## config.mk

```make
export PLATFORM = sky130hd
export DESIGN_NAME = dio_bus_ctrl
export DESIGN_NICKNAME = d
export VERILOG_FILES = /design/src/rtl/dio_bus_pkg.sv /design/src/rtl/dio_addr_dec.sv /design/src/rtl/dio_ctl_regs.sv /design/src/rtl/dio_edge_sync.sv /design/src/rtl/dio_irq_pend.sv /design/src/rtl/dio_bus_ctrl.sv
export SDC_FILE = /design/constraint.sdc
export NUM_CORES = 1
export LEC_CHECK = 0
export ABC_AREA = 1
export BUFFER_PORTS_ARGS = -buffer_cell sky130_fd_sc_hd__clkbuf_2
export CAP_MARGIN = 20
export CORE_UTILIZATION = 35
export CTS_CLUSTER_DIAMETER = 60
export DETAILED_ROUTE_END_ITERATION = 8
export GPL_TIMING_DRIVEN = 0
export PLACE_DENSITY = 0.73
export RECOVER_POWER = 50
export SETUP_SLACK_MARGIN = 0.4
export SKIP_CTS_REPAIR_TIMING = 1
export SLEW_MARGIN = 10
export SYNTH_ARGS = -nofsm -noshare
export SYNTH_HDL_FRONTEND = slang
export SYNTH_SLANG_ARGS = --single-unit
```

## constraint.sdc

```tcl
create_clock -name clk -period 0.8 [get_ports clk]
set_input_delay 0.12 -clock clk [delete_from_list [all_inputs] [get_ports clk]]
set_output_delay 0.12 -clock clk [all_outputs]
set_load 0.01 [all_outputs]
```

## src/rtl/dio_bus_pkg.sv

```systemverilog
package dio_bus_pkg;
   // control offsets, fixed by the host software's expectations
   localparam int unsigned OFS_IRQ_EN   = 11;
   localparam int unsigned OFS_TMR_MODE = 13;
   localparam int unsigned OFS_IRQ_CLR  = 15;
   // each port group spans four bytes, the last one is its write-only control slot
   localparam int unsigned PORT_SPAN    = 4;
   localparam int unsigned CTRL_SLOT    = PORT_SPAN - 1;

   typedef struct packed {
      logic en_set;
      logic en_clr;
      logic mode_set;
      logic mode_clr;
      logic pend_clr;
   } ctl_strb_t;
endpackage

```

## src/rtl/dio_addr_dec.sv

```systemverilog
module dio_addr_dec
   import dio_bus_pkg::*;
#(
   parameter int unsigned ADDR_W = 4,
   parameter int unsigned N_GRP  = 2
)(
   input  logic [ADDR_W-1:0] addr,
   input  logic              wr_en,
   input  logic              rd_en,
   input  logic              tmr_mode,
   output logic [N_GRP-1:0]  grp_cs,
   output logic              tmr_cs,
   output logic              data_sel,
   output ctl_strb_t         strb
);
   localparam int unsigned SLOT_W = $clog2(PORT_SPAN);
   localparam int unsigned BLK_W  = ADDR_W - SLOT_W;

   logic             wr_act, rd_act, slot_rd_ok, access;
   logic [BLK_W-1:0] blk;

   // a write wins when both strobes arrive together
   assign wr_act     = wr_en;
   assign rd_act     = rd_en & ~wr_en;
   assign blk        = addr[ADDR_W-1:SLOT_W];
   assign slot_rd_ok = addr[SLOT_W-1:0] != SLOT_W'(CTRL_SLOT);
   assign access     = wr_act | (rd_act & slot_rd_ok);

   generate
      for (genvar g = 0; g < N_GRP; g++) begin : g_grp
         if (g == 0) begin : g_shared
            // the timer borrows the first group's offsets while mode is set
            assign grp_cs[g] = access && (blk == BLK_W'(g)) && !tmr_mode;
         end else begin : g_plain
            assign grp_cs[g] = access && (blk == BLK_W'(g));
         end
      end
   endgenerate

   assign tmr_cs   = access && (blk == '0) && tmr_mode;
   assign data_sel = rd_act && ((|grp_cs) || tmr_cs);

   always_comb begin
      strb.en_set   = wr_act && (addr == ADDR_W'(OFS_IRQ_EN));
      strb.en_clr   = rd_act && (addr == ADDR_W'(OFS_IRQ_EN));
      strb.mode_set = wr_act && (addr == ADDR_W'(OFS_TMR_MODE));
      strb.mode_clr = rd_act && (addr == ADDR_W'(OFS_TMR_MODE));
      strb.pend_clr = wr_act && (addr == ADDR_W'(OFS_IRQ_CLR));
   end
endmodule

```

## src/rtl/dio_ctl_regs.sv

```systemverilog
module dio_ctl_regs
   import dio_bus_pkg::*;
(
   input  logic      clk,
   input  logic      rst_n,
   input  ctl_strb_t strb,
   output logic      irq_en,
   output logic      tmr_mode
);
   always_ff @(posedge clk) begin
      if (!rst_n) begin
         irq_en   <= 1'b0;
         tmr_mode <= 1'b0;
      end else begin
         if (strb.en_set)        irq_en <= 1'b1;
         else if (strb.en_clr)   irq_en <= 1'b0;
         if (strb.mode_set)      tmr_mode <= 1'b1;
         else if (strb.mode_clr) tmr_mode <= 1'b0;
      end
   end
endmodule

```

## src/rtl/dio_edge_sync.sv

```systemverilog
module dio_edge_sync #(
   parameter int unsigned N      = 2,
   parameter int unsigned STAGES = 2
)(
   input  logic         clk,
   input  logic         rst_n,
   input  logic [N-1:0] src_in,
   output logic [N-1:0] rise
);
   generate
      for (genvar b = 0; b < N; b++) begin : g_bit
         // STAGES synchroniser flops plus one history flop for the edge
         logic [STAGES:0] sh;
         always_ff @(posedge clk) begin
            if (!rst_n) sh <= '0;
            else        sh <= {sh[STAGES-1:0], src_in[b]};
         end
         assign rise[b] = sh[STAGES-1] & ~sh[STAGES];
      end
   endgenerate
endmodule

```

## src/rtl/dio_irq_pend.sv

```systemverilog
module dio_irq_pend #(
   parameter int unsigned N = 2
)(
   input  logic         clk,
   input  logic         rst_n,
   input  logic [N-1:0] rise,
   input  logic         irq_en,
   input  logic         clr,
   output logic [N-1:0] pend,
   output logic         irq
);
   // a new edge in the clearing cycle survives the clear
   always_ff @(posedge clk) begin
      if (!rst_n) pend <= '0;
      else        pend <= (pend & ~{N{clr}}) | (rise & {N{irq_en}});
   end

   assign irq = irq_en & (|pend);
endmodule

```

## src/rtl/dio_bus_ctrl.sv

```systemverilog
module dio_bus_ctrl
   import dio_bus_pkg::*;
#(
   parameter int unsigned ADDR_W      = 4,
   parameter int unsigned DATA_W      = 8,
   parameter int unsigned N_GRP       = 2,
   parameter int unsigned SYNC_STAGES = 2
)(
   input  logic              clk,
   input  logic              rst_n,
   input  logic [ADDR_W-1:0] addr,
   input  logic              wr_en,
   input  logic              rd_en,
   input  logic [DATA_W-1:0] ext_rdata,
   input  logic [N_GRP-1:0]  src_in,
   output logic [DATA_W-1:0] rdata,
   output logic [N_GRP-1:0]  grp_cs,
   output logic              tmr_cs,
   output logic [1:0]        reg_ofs,
   output logic              irq
);
   generate
      if (ADDR_W < 4)                     $error("window needs at least 4 address bits");
      if (N_GRP < 1 || N_GRP * PORT_SPAN > 8) $error("port groups must fit below 0x8");
      if (SYNC_STAGES < 2)                $error("at least two synchroniser stages");
      if (DATA_W < 1)                     $error("data width must be positive");
   endgenerate

   ctl_strb_t        strb;
   logic             irq_en_q, tmr_mode_q, data_sel;
   logic [N_GRP-1:0] src_rise, pend_q;

   dio_addr_dec #(.ADDR_W(ADDR_W), .N_GRP(N_GRP)) u_dec (
      .addr(addr), .wr_en(wr_en), .rd_en(rd_en), .tmr_mode(tmr_mode_q),
      .grp_cs(grp_cs), .tmr_cs(tmr_cs), .data_sel(data_sel), .strb(strb)
   );

   dio_ctl_regs u_ctl (
      .clk(clk), .rst_n(rst_n), .strb(strb),
      .irq_en(irq_en_q), .tmr_mode(tmr_mode_q)
   );

   dio_edge_sync #(.N(N_GRP), .STAGES(SYNC_STAGES)) u_sync (
      .clk(clk), .rst_n(rst_n), .src_in(src_in), .rise(src_rise)
   );

   dio_irq_pend #(.N(N_GRP)) u_pend (
      .clk(clk), .rst_n(rst_n), .rise(src_rise), .irq_en(irq_en_q),
      .clr(strb.pend_clr), .pend(pend_q), .irq(irq)
   );

   assign reg_ofs = addr[1:0];
   assign rdata   = data_sel ? ext_rdata : '1;
endmodule

```

* Word level (Yosys, flattened, before mapping) *
Cells that the tools add are included.

storage, ports and cells
  word-level logic and storage cells = 45
  input port bits = 18
  output and inout port bits = 14
  register bits = 10

cells by class
  eq/ne operators = 5
  mux-type cells = 5
  bitwise operators = 13
  reduce and logical (&&, ||, !) cells = 17

operator list
  cell                count
  $eq 4x4->1 const B  3
  $logic_and 1x1->1   10
  $mux 8              1
  $and 1x1->1         5
  $and 2x2->2         2
  $mux 1              4
  $reduce_bool 2->1   2
  $reduce_or 2->1     2
  $not 1->1           3
  $eq 2x1->1 const B  1
  $logic_not 2->1     1
  $ne 2x2->1 const B  1
  $not 2->2           1
  $or 2x2->2          1
  $logic_not 1->1     1
  $logic_or 1x1->1    1
  $or 1x1->1          1

* Longest topological paths before layout *
Gate-level depths: netlist of run 1.

  depth after elaboration = 10
  gate-level depth with buffers = 5
  depth with buffers taken out = 5

* By module *
Synthesis of run 1 repeated with hierarchy kept, for this count alone.

second synthesis, totals
  cell total of the unflattened synthesis = 87
  area, all modules = 520.5 um^2

by module, submodules not included
  module         area each (um^2)  instances  cells each  seq. area each (um^2)
  dio_edge_sync  180.2             1          22          120.1
  dio_addr_dec   103.8             1          24          0.0
  dio_bus_ctrl   80.1              1          19          0.0
  dio_irq_pend   80.1              1          11          40.0
  dio_ctl_regs   76.3              1          11          40.0

* Least setup slack after synthesis of run 1 *
Ideal clock, no wire load.

  path type = input-to-output
  from = input port addr[0]
  to = output port rdata[0]
  cell stages on the path = 4
  data required time = 680 ps
  arrival time = 657 ps
  path buffers = 0
  slack = 23 ps
  path through = nand2_1 nand2_1 nor3_4 nand2_1

on the way
  longest elaborated chain between the ends = 9
  elaborated cells between the ends (all ways) = 11
  classes of those cells = eq/ne: 1; mux: 1; bitwise: 2; reduce/logical: 7

RTL lines
  what                   RTL line                                RTL
  from (decl)            dio_bus_ctrl.sv:11                      input logic [ADDR_W-1:0] addr,
  $ne 2x2->1 (*)         dio_addr_dec.sv:26                      assign slot_rd_ok = addr[SLOT_W-1:0] != SLOT_W'(CTRL_SLOT);
  $and 1x1->1 (*)        dio_addr_dec.sv:27                      assign access = wr_act | (rd_act & slot_rd_ok);
  $or 1x1->1 (*)         dio_addr_dec.sv:27
  $logic_and 1x1->1      dio_addr_dec.sv:33, dio_addr_dec.sv:40
  $logic_and 1x1->1      dio_addr_dec.sv:33                      assign grp_cs[g] = access && (blk == BLK_W'(g)) && !tmr_mode;
  $reduce_or 2->1        dio_addr_dec.sv:41                      assign data_sel = rd_act && ((|grp_cs) || tmr_cs);
  $logic_or 1x1->1 (*)   dio_addr_dec.sv:41
  $logic_and 1x1->1 (*)  dio_addr_dec.sv:41
  $mux 8 (*)             dio_bus_ctrl.sv:53                      assign rdata = data_sel ? ext_rdata : '1;
  to (decl)              dio_bus_ctrl.sv:16                      output logic [DATA_W-1:0] rdata,

Mark *: on every way between the ends. The rest lies on a longest branch, timed or not.

* Worst setup path in the final report of run 1 *
  from = input port addr[1]
  to = output port rdata[6]

The elaborated chain is that of the path after synthesis.

==> results of run 1 <==
==> area by class of cell <==
class	count	share of cell area [%]
Multi-Input combinational cell	43	30.6
Timing Repair Buffer	33	25.5
Sequential cell	10	25.2
Inverter	21	9.68
Clock buffer	4	4.45
Buffer	2	2.30
Tap cell	15	2.30
==> power groups by stage <==
stage / Sequential [mW] / Clock (mW) / Combinational [mW]
3_3_place_gp: 0.530 / 0 / 0.177
6_report: 0.520 / 0.442 / 0.211
5_1_grt: 0.522 / 0.487 / 0.236
4_1_cts: 0.519 / 0.464 / 0.183
3_5_place_dp: 0.530 / 0 / 0.182
2_1_floorplan: 0.529 / 0 / 0.0905
==> logic make-up after synthesis <==
logic type / Yosys count / share of synthesized area (%)
flip-flops: 10 / 40.4
AO/OA/AOI/OAI: 7 / 7.58
buffers and inverters: 23 / 18.9
AND/OR/NAND/NOR: 36 / 33.1
==> worst reg2reg max path, cell delays in order (launching register included) <==
cell and delay, ns:
dfxtp_2 0.31, nand3b_1 0.17, a21oi_2 0.12
==> synthesized netlist by cell type (all sizes together) <==
cell    count  share of area, %
nand3b      2               3.0
nor3        1               3.3
o21a        1               1.5
buf         2               3.0
inv        20                15
dfxtp      10                40
nand3       5               5.0
nor2        6               5.1
nand2      22                17
o21ai       2               2.0
clkinv      1              0.76
a21oi       4               4.0
==> worst min-delay path by stage <==
stage,start,depth (start not counted),endpoint
after floorplan,rst_n,2,u_sync.g_bit[0].sh[0]
after global placement,src_in[1],3,u_sync.g_bit[1].sh[0]
after detailed placement,src_in[1],3,u_sync.g_bit[1].sh[0]
after CTS,src_in[1],3,u_sync.g_bit[1].sh[0]
after global routing,src_in[1],3,u_sync.g_bit[1].sh[0]
final,src_in[1],3,u_sync.g_bit[1].sh[0]
==> per-layer routing <==
layer  vias to the layer above  share of wire [%]  wire (um)
met4                         0                  0          0
met5                         -                  0          0
li1                        294                  -          -
met1                       226                 41        435
met3                         0                4.7         50
met2                        16                 54        566
==> through the flow <==
step | TNS [ns] | instance area, um2
6_report | -2.08 | 815
5_1_grt | -2.77 | 815
4_1_cts | -2.37 | 749
3_5_place_dp | -2.06 | 713
3_3_place_gp | -1.84 | 713
2_1_floorplan | 0 | 539
==> layout by cell type, fill, tap and decap left out <==
cell,count
nand2_1,17
clkinv_1,1
nand3b_1,2
clkbuf_1,1
inv_1,17
nor2_4,1
buf_4,3
nand2_4,1
a21oi_1,3
clkbuf_8,1
clkbuf_4,3
nor2_2,3
inv_2,3
clkbuf_2,22
nor3_4,1
nor2_1,2
dfxtp_2,4
buf_2,3
dfxtp_1,6
a21oi_2,1
nand2_8,1
nand2_2,3
buf_8,2
nand3_1,5
buf_6,4
o21ai_0,2
o21a_1,1
==> flip-flops by register name, summed over array words and instances (netlist names) <==
name / flops
u_ctl.irq_en: 1
u_ctl.tmr_mode: 1
u_pend.pend: 2
u_sync.g_bit.sh: 6
==> impl_metrics.csv, run 1 <==
group,metric,value,unit
power_and_ir_drop,ir_drop,1.08,mV
floorplan,io_pins,32,
place,post-place-ws,-0.228,ns
place,hpwl,832,um
floorplan,initial_utilization,38.1,%
floorplan,die_y,39.6,um
grt,grt.total_usage,13.2,%
grt,globalRouteOverflowTotal,0,
sta,layout_setup_ws,-0.213,ns
logic_synthesis,syn_inst,76,
setup_path,crit_path_end_kind,"output pin",
sta,hold_viol,0,
detailed_routing,finalWirelength,1.05,mm
detailed_routing,route.detailed.drc,0,
setup_path,r2r-start,"u_sync.g_bit[0].sh[2]",
grt,grt_max_degree,9,
sta,drv_slew,0,
worst_hold_path,hp-class,"in2reg",
final_layout,final_layout_size_suffix_gt1_share,49.6,%
clock_network,htree_levels,1,
logic_synthesis,synth_seq_cells,10,
power_and_ir_drop,intPower,0.893,mW
final_layout,nFillCells,120,
logic_synthesis,syn_avg_cell_area,6.52,um2
final_layout,antennaDiodeCount,0,
setup_path,timing.rr.end,"u_pend.pend[0]",
grt,grt_pass1_wl,1.38,mm
final_layout,postLayoutCoreUtil,62.6,%
final_layout,multi_input_area,249,um2
setup_path,critical_path.cell_chain,"buf_8, nand2_8, nand2_4, nor3_4, nand2_1, clkbuf_2",
sta,slew_headroom,78.4,%
power_and_ir_drop,seq_power_share,44.3,%
sta,rsz0062_at_grt,"yes",
setup_path,cp-startpoint,"addr[1]",
power_and_ir_drop,power,1.17,mW
grt,gr-usage-met2,22.1,%
setup_path,path_buf_inv,2,
power_and_ir_drop,p_leak,0.447,nW
clock_network,clk_pin_slew,0.06,ns
setup_path,critical_path_depth,6,
setup_path,cp-endpoint,"rdata[6]",
setup_path,crit_family,"simple AND/OR/NAND/NOR gates",
grt,use_met1,14.8,%
power_and_ir_drop,powerDensity,1440,mW/mm2
detailed_routing,wl_per_cell,8.23,um
power_and_ir_drop,power_frac_comb,18.0,%
run,maxCapViolCount,0,
setup_path,worst-path-max-fanout,8,
run_status,violations,"negative setup slack",
detailed_routing,vias_per_cell,4.19,
floorplan,dieArea,0.00157,mm2
final_layout,fin_cells,128,
power_and_ir_drop,p_clk_share,37.7,%
setup_path,crit_path_top_delay_cell,"nor3_4",
grt,antenna_found_initial,0,
clock_network,tritoncts,"yes",
sta,post-route-period-util,127,%
clock_network,cts.sinks,10,
clock_network,cts-root-buf,"clkbuf_4",
grt,grt_pass1_vias,369,
final_layout,syn_to_final_growth,64.4,%
setup_path,path_class,"in2out",
sta,worst_pin_slew,0.323,ns
clock_network,clk_latency,0.26,ns
detailed_routing,dr.pass1.iters,4,
floorplan,core_area,0.00130,mm2
sta,setup-violations-final,12,
power_and_ir_drop,switching_power,0.280,mW
run_status,status,"finished, violations left",
logic_synthesis,synth_nets,94,
place,io_buffers,31,
clock_network,cts_made_buffers,3,
logic_synthesis,yosys_warnings,0,
grt,top_usage_layer,"met2",
logic_synthesis,synth.distinct_cells,14,
final_layout,nets,132,
logic_synthesis,yosysSeqAreaShare,40.4,%
setup_path,cp-start-kind,"primary input",
setup_path,r2r_slack,0.14,ns
floorplan,dieWidth,39.6,um
detailed_routing,via_count,536,
detailed_routing,final_antenna_net_count,0,
sta,min_period,1.01,ns
sta,whs,0.0417,ns
setup_path,required,0.68,ns
sta,fmax,987,MHz
detailed_routing,drtIter0Drc,5,
place,place_inst,122,
power_and_ir_drop,switching_share,23.9,%
setup_path,reg2regPathDepth,2,
sta,skew,0.000220,ns
setup_path,cp.arrival,0.89,ns
floorplan,rows,13,
clock_network,clockBufferDepth,2,
setup_path,max_stage_delay,0.33,ns
logic_synthesis,syn-cell-area,495,um2
place,gp_congestion,0.729,
final_layout,area.sequential,205,um2
grt,use_met3,1.70,%
Power figures use the tool's default switching activity.
==> run 2, diff against run 1 <==
==> constraint.sdc (replaced) <==
create_clock -name clk -period 0.8 [get_ports clk]
set_input_delay 0.12 -clock clk [delete_from_list [all_inputs] [get_ports clk]]
set_output_delay 0.12 -clock clk [all_outputs]
set_load 0.1 [all_outputs]
==> impl_metrics.csv, run 2 (synthesis gave the netlist of run 1 again) <==
group,metric,value,unit
clock_network,cts.sinks,10,
grt,globalRouteOverflowTotal,0,
clock_network,clk_latency,0.25,ns
final_layout,final_layout_size_suffix_gt1_share,57.5,%
run_status,violations,"negative setup slack",
clock_network,clockBufferDepth,2,
floorplan,die_y,39.6,um
power_and_ir_drop,powerDensity,1170,mW/mm2
worst_hold_path,hp-class,"in2reg",
detailed_routing,vias_per_cell,5.02,
setup_path,crit_path_end_kind,"output pin",
floorplan,dieArea,0.00157,mm2
sta,rsz0062_at_grt,"yes",
grt,antenna_found_initial,0,
grt,grt_pass1_wl,1.37,mm
setup_path,required,0.68,ns
floorplan,core_area,0.00130,mm2
final_layout,final_cell_mix,"18 x inv_1, 18 x buf_12, 13 x clkbuf_2, 11 x nand2_4, 8 x nand2_1",
floorplan,initial_utilization,38.1,%
detailed_routing,via_count,643,
detailed_routing,wl_met3,111,um
detailed_routing,highest_layer,"met4",
place,gp_congestion,0.687,
detailed_routing,finalWirelength,2.20,mm
grt,grt.total_usage,13.5,%
sta,whs,0.0441,ns
detailed_routing,final_antenna_net_count,0,
clock_network,tritoncts,"yes",
grt,grt_pass1_vias,389,
setup_path,worst-path-max-fanout,8,
setup_path,cp-start-kind,"primary input",
final_layout,nets,133,
sta,slew_headroom,81.9,%
run_status,status,"finished, violations left",
sta,setup-violations-final,14,
power_and_ir_drop,p_leak,0.624,nW
detailed_routing,route.detailed.drc,0,
floorplan,dieWidth,39.6,um
detailed_routing,met1Wirelength,823,um
floorplan,io_pins,32,
place,place_inst,122,
detailed_routing,wl_per_cell,17.2,um
detailed_routing,route.met2.wl,1.16,mm
grt,grt_max_degree,9,
clock_network,htree_levels,1,
sta,hold_viol,0,
final_layout,largest_registers,"u_sync.g_bit.sh x6, u_pend.pend x2",
final_layout,largest_reg_flops,6,
detailed_routing,dr.pass1.iters,4,
sta,finalSetupTns,-3.53,ns
final_layout,nFillCells,50,
sta,min_period,1.13,ns
final_layout,fin_cells,128,
sta,post-route-period-util,142,%
final_layout,top_register,"u_sync.g_bit.sh",
sta,fmax,883,MHz
place,io_buffers,31,
setup_path,path_class,"in2out",
power_and_ir_drop,ir_drop,1.22,mV
clock_network,clk_pin_slew,0.06,ns
place,hpwl,858,um
clock_network,cts-root-buf,"clkbuf_4",
sta,layout_setup_ws,-0.333,ns
final_layout,syn_to_final_growth,135,%
clock_network,cts_made_buffers,3,
setup_path,cp.arrival,1.01,ns
final_layout,final_cell_area,0.00116,mm2
sta,drv_slew,0,
detailed_routing,drtIter0Drc,7,
place,post-place-ws,-0.605,ns
place,place_area,786,um2
sta,skew,0.000783,ns
floorplan,rows,13,
final_layout,antennaDiodeCount,0,
run,maxCapViolCount,0,
sta,worst_pin_slew,0.272,ns
[run 2: cell count changes in the layout (fill, tap and decap cells not counted), moves of 2 or more]
cell	change
buf_2	-3
nor2_2	-2
buf_6	-3
clkbuf_2	-9
nor2_4	+2
buf_4	-2
nand2_4	+10
nand2_2	-2
buf_12	+18
buf_8	-2
nand2_1	-9
[run 2: where the power goes]
group          total, mW  leakage [nW]  switching (mW)  internal (mW)
combinational      0.522         0.526           0.319          0.204
sequential         0.519        0.0840         0.00860          0.511
clock              0.322        0.0138           0.150          0.173
total               1.36         0.624           0.477          0.887
[run 2: final cells by class]
type	count	area, um2	area share (%)
flip-flops and latches	10	208	17.8
inverters	21	78.8	6.77
plain buffers	2	40.0	3.44
clock buffers	3	22.5	1.94
well taps	15	18.8	1.61
multi-input cells	43	353	30.3
repair buffers	34	443	38.1
[run 2: path summary, 6_finish.rpt]
check                              from                     to  slack (ns)  depth (start not counted)
setup / recovery                addr[1]               rdata[3]       -0.33                          7
hold / removal                src_in[0]  u_sync.g_bit[0].sh[0]        0.04                          3
hold reg to reg   u_sync.g_bit[0].sh[0]  u_sync.g_bit[0].sh[1]        0.41                          2
setup reg to reg           u_ctl.irq_en         u_pend.pend[1]       -0.03                          3
[run 2: routing by layer]
metal	GRT usage [%]	vias to the layer above
met5	0	-
met2	22.5	31
met4	12.9	0
li1	-	298
met3	1.70	12
met1	14.1	302
[run 2: critical path: stages]
cell and delay (ns):
buf_12 0.11, nand2_8 0.08, nand2_8 0.06, nor3_4 0.21
buf_12 0.18, nand2_4 0.07, buf_12 0.16
[run 2: stage by stage]
stage | power, mW | utilization [%]
detailed placement | 0.887 | 60.4
floorplan | 0.792 | -
finish | 1.36 | 89.4
global route | 1.42 | 89.4
global placement | 0.882 | 60.4
CTS | 1.21 | 62.1
